$ cat src/rtl/pcm_tx_pkg.sv
package pcm_tx_pkg;
  localparam int OUT_W = 24;

  localparam logic [7:0] ADDR_CTRL = 8'h04;
  localparam logic [7:0] ADDR_STAT = 8'h08;
  localparam logic [7:0] ADDR_DATA = 8'h0c;

  // strobes from control to datapath for one cycle
  typedef struct packed {
    logic             flush;
    logic             push;
    logic [OUT_W-1:0] pushWord;
    logic             popOne;
    logic             popTwo;
    logic             zeroOut;
  } fifoCmdT;
endpackage

$ cat src/rtl/pcm_tx_ctrl.sv
module pcm_tx_ctrl
  import pcm_tx_pkg::*;
#(
  parameter int DEPTH = 64,
  parameter int CNT_W = $clog2(DEPTH + 1)
) (
  input  logic             clk,
  input  logic             rstN,
  input  logic             wrEn,
  input  logic [7:0]       addr,
  input  logic [31:0]      wdata,
  output logic [31:0]      rdata,
  input  logic             popStrobe,
  input  logic [CNT_W-1:0] fifoCount,
  output fifoCmdT          cmd,
  output logic             dmaReq,
  output logic [2:0]       rateCode,
  output logic             dmaEn,
  output logic             holdLast,
  output logic [CNT_W-1:0] clrThr
);
  logic [2:0] rateQ;
  logic       holdQ, msbRepQ, monoQ, wideQ, dmaEnQ;
  logic [1:0] clrCntQ;
  logic [5:0] trigQ;
  logic       ctrlWr, dataWr, fullNow, underrun;
  logic [CNT_W-1:0] freeCnt, needCnt;
  logic [31:0] ctrlWord, statWord;

  assign ctrlWr  = wrEn && (addr == ADDR_CTRL);
  assign dataWr  = wrEn && (addr == ADDR_DATA);
  assign freeCnt = CNT_W'(DEPTH) - fifoCount;
  assign fullNow = (fifoCount == CNT_W'(DEPTH));
  assign needCnt = monoQ ? CNT_W'(1) : CNT_W'(2);
  assign underrun = fifoCount < needCnt;
  assign clrThr  = CNT_W'(2) << clrCntQ;

  always_ff @(posedge clk or negedge rstN) begin
    if (!rstN) begin
      rateQ <= '0; holdQ <= 1'b0; msbRepQ <= 1'b0; clrCntQ <= '0;
      trigQ <= '0; monoQ <= 1'b0; wideQ <= 1'b0; dmaEnQ <= 1'b0;
    end else if (ctrlWr) begin
      rateQ   <= wdata[31:29];
      holdQ   <= wdata[26];
      msbRepQ <= wdata[24];
      clrCntQ <= wdata[22:21];
      trigQ   <= wdata[13:8];
      monoQ   <= wdata[6];
      wideQ   <= wdata[5];
      dmaEnQ  <= wdata[4];
    end
  end

  function automatic logic [OUT_W-1:0] widen(logic [31:0] w, logic wide, logic rep);
    logic [OUT_W-1:0] r;
    if (wide) r = w[31:8];
    else if (rep) r = {w[15:0], {8{w[15]}}};
    else r = {w[15:0], 8'h00};
    return r;
  endfunction

  always_comb begin
    cmd          = '0;
    cmd.flush    = ctrlWr && wdata[0];
    cmd.push     = dataWr && !fullNow;
    cmd.pushWord = widen(wdata, wideQ, msbRepQ);
    if (popStrobe) begin
      if (!underrun) begin
        cmd.popOne = monoQ;
        cmd.popTwo = !monoQ;
      end else begin
        cmd.zeroOut = !holdQ;
      end
    end
  end

  always_ff @(posedge clk or negedge rstN) begin
    if (!rstN) dmaReq <= 1'b0;
    else if (!dmaEnQ) dmaReq <= 1'b0;
    else if (freeCnt < clrThr) dmaReq <= 1'b0;
    else if (freeCnt > CNT_W'(trigQ)) dmaReq <= 1'b1;
  end

  assign ctrlWord = {rateQ, 2'b00, holdQ, 1'b0, msbRepQ, 1'b0, clrCntQ,
                     7'b0, trigQ, 1'b0, monoQ, wideQ, dmaEnQ, 4'b0};

  always_comb begin
    statWord = '0;
    statWord[CNT_W-1:0] = freeCnt;
    statWord[31] = (fifoCount == '0);
  end

  always_comb begin
    case (addr)
      ADDR_CTRL: rdata = ctrlWord;
      ADDR_STAT: rdata = statWord;
      default:   rdata = '0;
    endcase
  end

  assign rateCode = rateQ;
  assign dmaEn    = dmaEnQ;
  assign holdLast = holdQ;
endmodule

$ cat src/rtl/pcm_tx_datapath.sv
module pcm_tx_datapath
  import pcm_tx_pkg::*;
#(
  parameter int DEPTH = 64,
  parameter int CNT_W = $clog2(DEPTH + 1)
) (
  input  logic             clk,
  input  logic             rstN,
  input  fifoCmdT          cmd,
  output logic [CNT_W-1:0] fifoCount,
  output logic [OUT_W-1:0] leftOut,
  output logic [OUT_W-1:0] rightOut
);
  localparam int PTR_W = $clog2(DEPTH);

  logic [OUT_W-1:0] mem [DEPTH];
  logic [PTR_W-1:0] wrPtr, rdPtr, rdNext;
  logic [1:0]       popN;

  assign rdNext = rdPtr + PTR_W'(1);
  assign popN   = cmd.popTwo ? 2'd2 : (cmd.popOne ? 2'd1 : 2'd0);

  always_ff @(posedge clk) begin
    if (cmd.push && !cmd.flush) mem[wrPtr] <= cmd.pushWord;
  end

  always_ff @(posedge clk or negedge rstN) begin
    if (!rstN) begin
      wrPtr <= '0; rdPtr <= '0; fifoCount <= '0;
    end else if (cmd.flush) begin
      wrPtr <= '0; rdPtr <= '0; fifoCount <= '0;
    end else begin
      wrPtr     <= wrPtr + PTR_W'(cmd.push);
      rdPtr     <= rdPtr + PTR_W'(popN);
      fifoCount <= fifoCount + CNT_W'(cmd.push) - CNT_W'(popN);
    end
  end

  always_ff @(posedge clk or negedge rstN) begin
    if (!rstN) begin
      leftOut <= '0; rightOut <= '0;
    end else if (cmd.popOne) begin
      leftOut <= mem[rdPtr]; rightOut <= mem[rdPtr];
    end else if (cmd.popTwo) begin
      leftOut <= mem[rdPtr]; rightOut <= mem[rdNext];
    end else if (cmd.zeroOut) begin
      leftOut <= '0; rightOut <= '0;
    end
  end
endmodule

$ cat src/rtl/pcm_tx_fifo.sv
module pcm_tx_fifo
  import pcm_tx_pkg::*;
#(
  parameter int DEPTH = 64
) (
  input  logic              clk,
  input  logic              rstN,
  input  logic              wrEn,
  input  logic [7:0]        addr,
  input  logic [31:0]       wdata,
  output logic [31:0]       rdata,
  input  logic              popStrobe,
  output logic [OUT_W-1:0]  leftOut,
  output logic [OUT_W-1:0]  rightOut,
  output logic              dmaReq,
  output logic [2:0]        rateCode
);
  localparam int CNT_W = $clog2(DEPTH + 1);

  fifoCmdT          cmd;
  logic [CNT_W-1:0] fifoCount, clrThr;
  logic             dmaEn, holdLast, flushStb;

  assign flushStb = cmd.flush;

  pcm_tx_ctrl #(.DEPTH(DEPTH), .CNT_W(CNT_W)) uCtrl (
    .clk(clk), .rstN(rstN), .wrEn(wrEn), .addr(addr), .wdata(wdata),
    .rdata(rdata), .popStrobe(popStrobe), .fifoCount(fifoCount), .cmd(cmd),
    .dmaReq(dmaReq), .rateCode(rateCode), .dmaEn(dmaEn),
    .holdLast(holdLast), .clrThr(clrThr)
  );

  pcm_tx_datapath #(.DEPTH(DEPTH), .CNT_W(CNT_W)) uData (
    .clk(clk), .rstN(rstN), .cmd(cmd), .fifoCount(fifoCount),
    .leftOut(leftOut), .rightOut(rightOut)
  );
endmodule

$ cat config.mk
export PLATFORM = sky130hd
export DESIGN_NAME = pcm_tx_fifo
export DESIGN_NICKNAME = d
export VERILOG_FILES = /design/src/rtl/pcm_tx_pkg.sv /design/src/rtl/pcm_tx_ctrl.sv /design/src/rtl/pcm_tx_datapath.sv /design/src/rtl/pcm_tx_fifo.sv
export SDC_FILE = /design/constraint.sdc
export NUM_CORES = 2
export LEC_CHECK = 0
export ABC_AREA = 0
export BUFFER_PORTS_ARGS = -buffer_cell sky130_fd_sc_hd__buf_2
export CAP_MARGIN = 20
export CELL_PAD_IN_SITES_DETAIL_PLACEMENT = 1
export CELL_PAD_IN_SITES_GLOBAL_PLACEMENT = 2
export CORE_AREA = 2 2 513 515
export DETAILED_ROUTE_END_ITERATION = 16
export DIE_AREA = 0 0 515 517
export PLACE_DENSITY = 0.57
export SYNTH_ARGS = -nofsm -noshare
export SYNTH_HDL_FRONTEND = slang
export SYNTH_SLANG_ARGS = --single-unit
$ cat constraint.sdc
create_clock -name clk -period 9.7 [get_ports clk]
set_input_delay 0 -clock clk [delete_from_list [all_inputs] [get_ports clk]]
set_output_delay 0 -clock clk [all_outputs]
set_load 0.02 [all_outputs]
==> results.toml <==
[global_routing]
grt_pass1_wl_um = 379000
antenna_found_initial = 11
grt_pass1_vias = 45589
groute.usage.overall_pct = 20.4
total_global_routing_overflow = 0
grt_max_degree = 142

[yosys]
synth_async_sr_flop_share_pct = 5.19
synth_ff_type = "sky130_fd_sc_hd__edfxtp_1"
synthCells = 3978
number_of_enable_flip_flop_cells_after_synthesis = 1536
ys_seq_elements = 1620
post_synth_num_cell_types = 46
syn_area_per_cell_sq_um = 18.9
synth.cell_area_sq_um = 75200
seq_total_area_yosys_pct = 64.2
yosys_warnings = 0

[cts]
cts_buffer_depth = 3
root_buffer_cell = "sky130_fd_sc_hd__clkbuf_16"
htree_num_levels = 4
cts_setup_buffers = 0
tritoncts.num_buffers = 183
clk_pin_slew_ns = 0.06
numClockSinks = 1620
clock_latency_ns = 0.84
post_cts.resized_instances = 0
cts_tree = "built"
post_cts_hold_buffer_count = 41

[routing]
post-route-drc-count = 0
drt-wirelength-per-cell_um = 35.6
total_number_of_vias = 43821
vias_per_cell = 5.67
drt_wl_total_um = 275000
drt_pass1_iterations = 5
drc_violation_total_after_the_first_tritonroute_iteration = 4876
postRouteAntennaNets = 0

[cells_and_area]
final_common_cell = "sky130_fd_sc_hd__edfxtp_1"
nFillCells = 26050
layout-drive-gt1-share_pct = 31.5
final_nets = 4228
leading_cell_types_in_the_layout_fill_and_taps_excluded = "1536 x sky130_fd_sc_hd__edfxtp_1, 672 x sky130_fd_sc_hd__mux4_2, 408 x sky130_fd_sc_hd__mux2i_1"
area_delta_synth_final_pct = 15.5

[timing]
clock_skew_ns = 0.0293
timing.final.crit_share_pct = 53.1
finalWorstPathRequiredPeriod_ns = 5.15
final_hold_viol_count = 0
drv_slew = 0
fmax_mhz = 194
totalNegativeSetupSlack_ns = 0
hold_ws_ns = 0.0948
finalSetupViolCount = 0
maxSlewHeadroom_pct = 21.0
grt_setup_unrepaired = "false"
tightest_slew_ns = 1.19

[critical_path]
crit-reg2reg-capture = "uData.rightOut[6]$_DFFE_PN0P_"
worstRegToRegCells = 8
worstPathArrival_ns = 5.82
worst_path_largest_cell_delay_ns = 0.96
worstPathBufferInverterCount = 2
cp_top_family = "buffers and inverters"
reg2reg_launch_point = "uData.rdPtr[2]$_DFF_PN0_"
regToRegSetupSlack_ns = 4.55
worst-path-max-fanout = 38
path_common_cell = "sky130_fd_sc_hd__buf_4"
worst-setup-path-type = "reg2reg"
worst_path_cell_trace = "buf_4 > and2_4 > nand2_1 > xor2_4 > buf_4 > mux2_2 > a21oi_1 > o221ai_1"
worstSetupStartpointType = "register"
critPathSlowestCell = "sky130_fd_sc_hd__dfrtp_4"
cp.required_ns = 10.37
end_kind = "register"

[run]
number_of_maximum_capacitance_constraint_violations = 0

[placed_design]
buffer_ports.inserted = 115
post-dp-hpwl_um = 147000
finalWeightedCongestion = 0.753

[die]
die_span_y_um = 517
boundary_pins = 128
total_die_area_sq_um = 266000
dieWidth_um = 515
num_rows = 188
core-area_sq_um = 261000
initial_standard_cell_utilization_of_the_core_pct = 28.8

[pwr]
cellLeakagePower_nw = 28.2
power_per_cell_area_nw_per_um2 = 329
vdd_drop_max_uv = 409

[run_status]
run_status = "complete, no violations"

[hold_path]
hold_path_depth = 3
timing.hold.worst.class = "in2reg"
worstHoldEndpoint = "uData.mem[37][17]$_DFFE_PP_"
hold_start = "wdata[25]"
## cells by family after synthesis
logic type      count (synthesis)  synth area share (%)
other cells                     1               0.00499
flops                        1620                  64.2
buf+inv                       354                  2.09
fa+ha+maj                      33                 0.569
compound gates                555                  5.03
xor+xnor                       22                 0.256
mux                          1136                  26.4
simple gates                  257                  1.49
## where the power goes
part | internal (mW) | leakage, nW | switching [mW] | total, mW
Sequential | 7.79 | 15.1 | 0.390 | 8.18
Combinational | 5.88 | 10.2 | 7.54 | 13.4
Clock | 3.99 | 2.86 | 2.93 | 6.92
## worst reg2reg max path, cell delays in order, from the launching register on
cell	delay (ns)
sky130_fd_sc_hd__dfrtp_4	0.96
sky130_fd_sc_hd__buf_4	0.71
sky130_fd_sc_hd__and2_4	0.83
sky130_fd_sc_hd__nand2_1	0.31
sky130_fd_sc_hd__xor2_4	0.70
sky130_fd_sc_hd__buf_4	0.68
sky130_fd_sc_hd__mux2_2	0.49
sky130_fd_sc_hd__a21oi_1	0.17
sky130_fd_sc_hd__o221ai_1	0.14
## worst max path at each step
| stage | from | end | slack [ns] | cells past startpoint |
|---|---|---|---|---|
| after floorplan | uData.fifoCount[1]$_DFF_PN0_ | uData.fifoCount[6]$_DFF_PN0_ | 5.99 | 19 |
| after global placement | uData.rdPtr[0]$_DFF_PN0_ | uData.rightOut[6]$_DFFE_PN0P_ | 4.17 | 8 |
| after detailed placement | uData.rdPtr[0]$_DFF_PN0_ | uData.rightOut[6]$_DFFE_PN0P_ | 4.13 | 8 |
| after CTS | uData.rdPtr[0]$_DFF_PN0_ | uData.rightOut[6]$_DFFE_PN0P_ | 4.14 | 8 |
| after global routing | uData.rdPtr[0]$_DFF_PN0_ | uData.leftOut[0]$_DFFE_PN0P_ | 4.05 | 9 |
| final | uData.rdPtr[2]$_DFF_PN0_ | uData.rightOut[6]$_DFFE_PN0P_ | 4.55 | 8 |
## through the flow
step                total power, mW  setup slack, ns  std cells  instance area (sq um)  utilization (%)
global route                   29.7             4.05       7726                  86800             33.2
CTS                            28.7             4.14       7721                  86700             33.2
floorplan                      17.3             5.99       3989                  75200                -
detailed placement             21.8             4.13       7341                  80400             30.8
finish                         28.5             4.55       7730                  86800             33.2
global placement               21.8             4.17       7341                  80400             30.8
## routing by layer
metal	global-route usage, %	vias to the layer above	part of all wire [%]
li1	-	17353	-
met1	28.5	24533	44
met2	32.9	1596	48
met3	3.09	337	5.8
met4	5.95	2	2.7
met5	0	-	0.0040
## flip-flops by register name, indices dropped and copies added, names as in the netlist, 2 cells and up
register / count
uCtrl.trigQ: 6
uData.fifoCount: 7
uData.leftOut: 24
uCtrl.clrCntQ: 2
uData.mem: 1536
uData.wrPtr: 6
uData.rightOut: 24
uData.rdPtr: 6
uCtrl.rateCode: 3
## synthesized netlist by cell type (2+ instances only)
library cell               instances  area [sq um]
sky130_fd_sc_hd__nand4_1           2          12.5
sky130_fd_sc_hd__mux2_2           56           631
sky130_fd_sc_hd__o21bai_1          2          15.0
sky130_fd_sc_hd__nand2_1          81           304
sky130_fd_sc_hd__edfxtp_1       1536         46100
sky130_fd_sc_hd__a22oi_1          24           180
sky130_fd_sc_hd__o21a_1            3          22.5
sky130_fd_sc_hd__a221oi_1        120          1050
sky130_fd_sc_hd__mux4_2          672         15100
sky130_fd_sc_hd__mux2i_1         408          4080
sky130_fd_sc_hd__xnor2_1          14           123
sky130_fd_sc_hd__nand2b_1          5          31.3
sky130_fd_sc_hd__nor2_1          114           428
sky130_fd_sc_hd__dfrtp_1          84          2100
sky130_fd_sc_hd__buf_2            88           440
sky130_fd_sc_hd__a21oi_1         102           510
sky130_fd_sc_hd__o221ai_1         72           631
sky130_fd_sc_hd__nand3_1           8          40.0
sky130_fd_sc_hd__a21boi_0          2          15.0
sky130_fd_sc_hd__clkbuf_1        198           743
sky130_fd_sc_hd__buf_6             2          22.5
sky130_fd_sc_hd__a21o_1            3          22.5
sky130_fd_sc_hd__a211oi_1         49           368
sky130_fd_sc_hd__nor2b_1          11          68.8
sky130_fd_sc_hd__o21ai_0         124           621
sky130_fd_sc_hd__ha_1             31           388
sky130_fd_sc_hd__buf_4            32           240
sky130_fd_sc_hd__nand3b_1          4          30.0
sky130_fd_sc_hd__and2_1           18           113
sky130_fd_sc_hd__or3b_2            3          26.3
sky130_fd_sc_hd__or3_1             2          12.5
sky130_fd_sc_hd__buf_1            14          52.6
sky130_fd_sc_hd__o22ai_1          49           307
sky130_fd_sc_hd__inv_1            19          71.3
sky130_fd_sc_hd__a22o_1            2          17.5
sky130_fd_sc_hd__or2_2             4          25.0
sky130_fd_sc_hd__xor2_1            8          70.1
sky130_fd_sc_hd__fa_1              2          40.0
sky130_fd_sc_hd__nor3_1            3          15.0
## area by class of cell
cell class | instances | area, sq um | share of cell area, %
flip-flops and latches | 1620 | 48200 | 55.6
multi-input cells | 2015 | 26000 | 30.0
clock buffers | 231 | 4860 | 5.60
well taps | 3420 | 4280 | 4.93
repair buffers | 311 | 2290 | 2.64
clock inverters | 108 | 1010 | 1.16
inverters | 20 | 75.1 | 0.0865
diodes | 5 | 12.5 | 0.0144
Power figures use the tool's default switching activity.
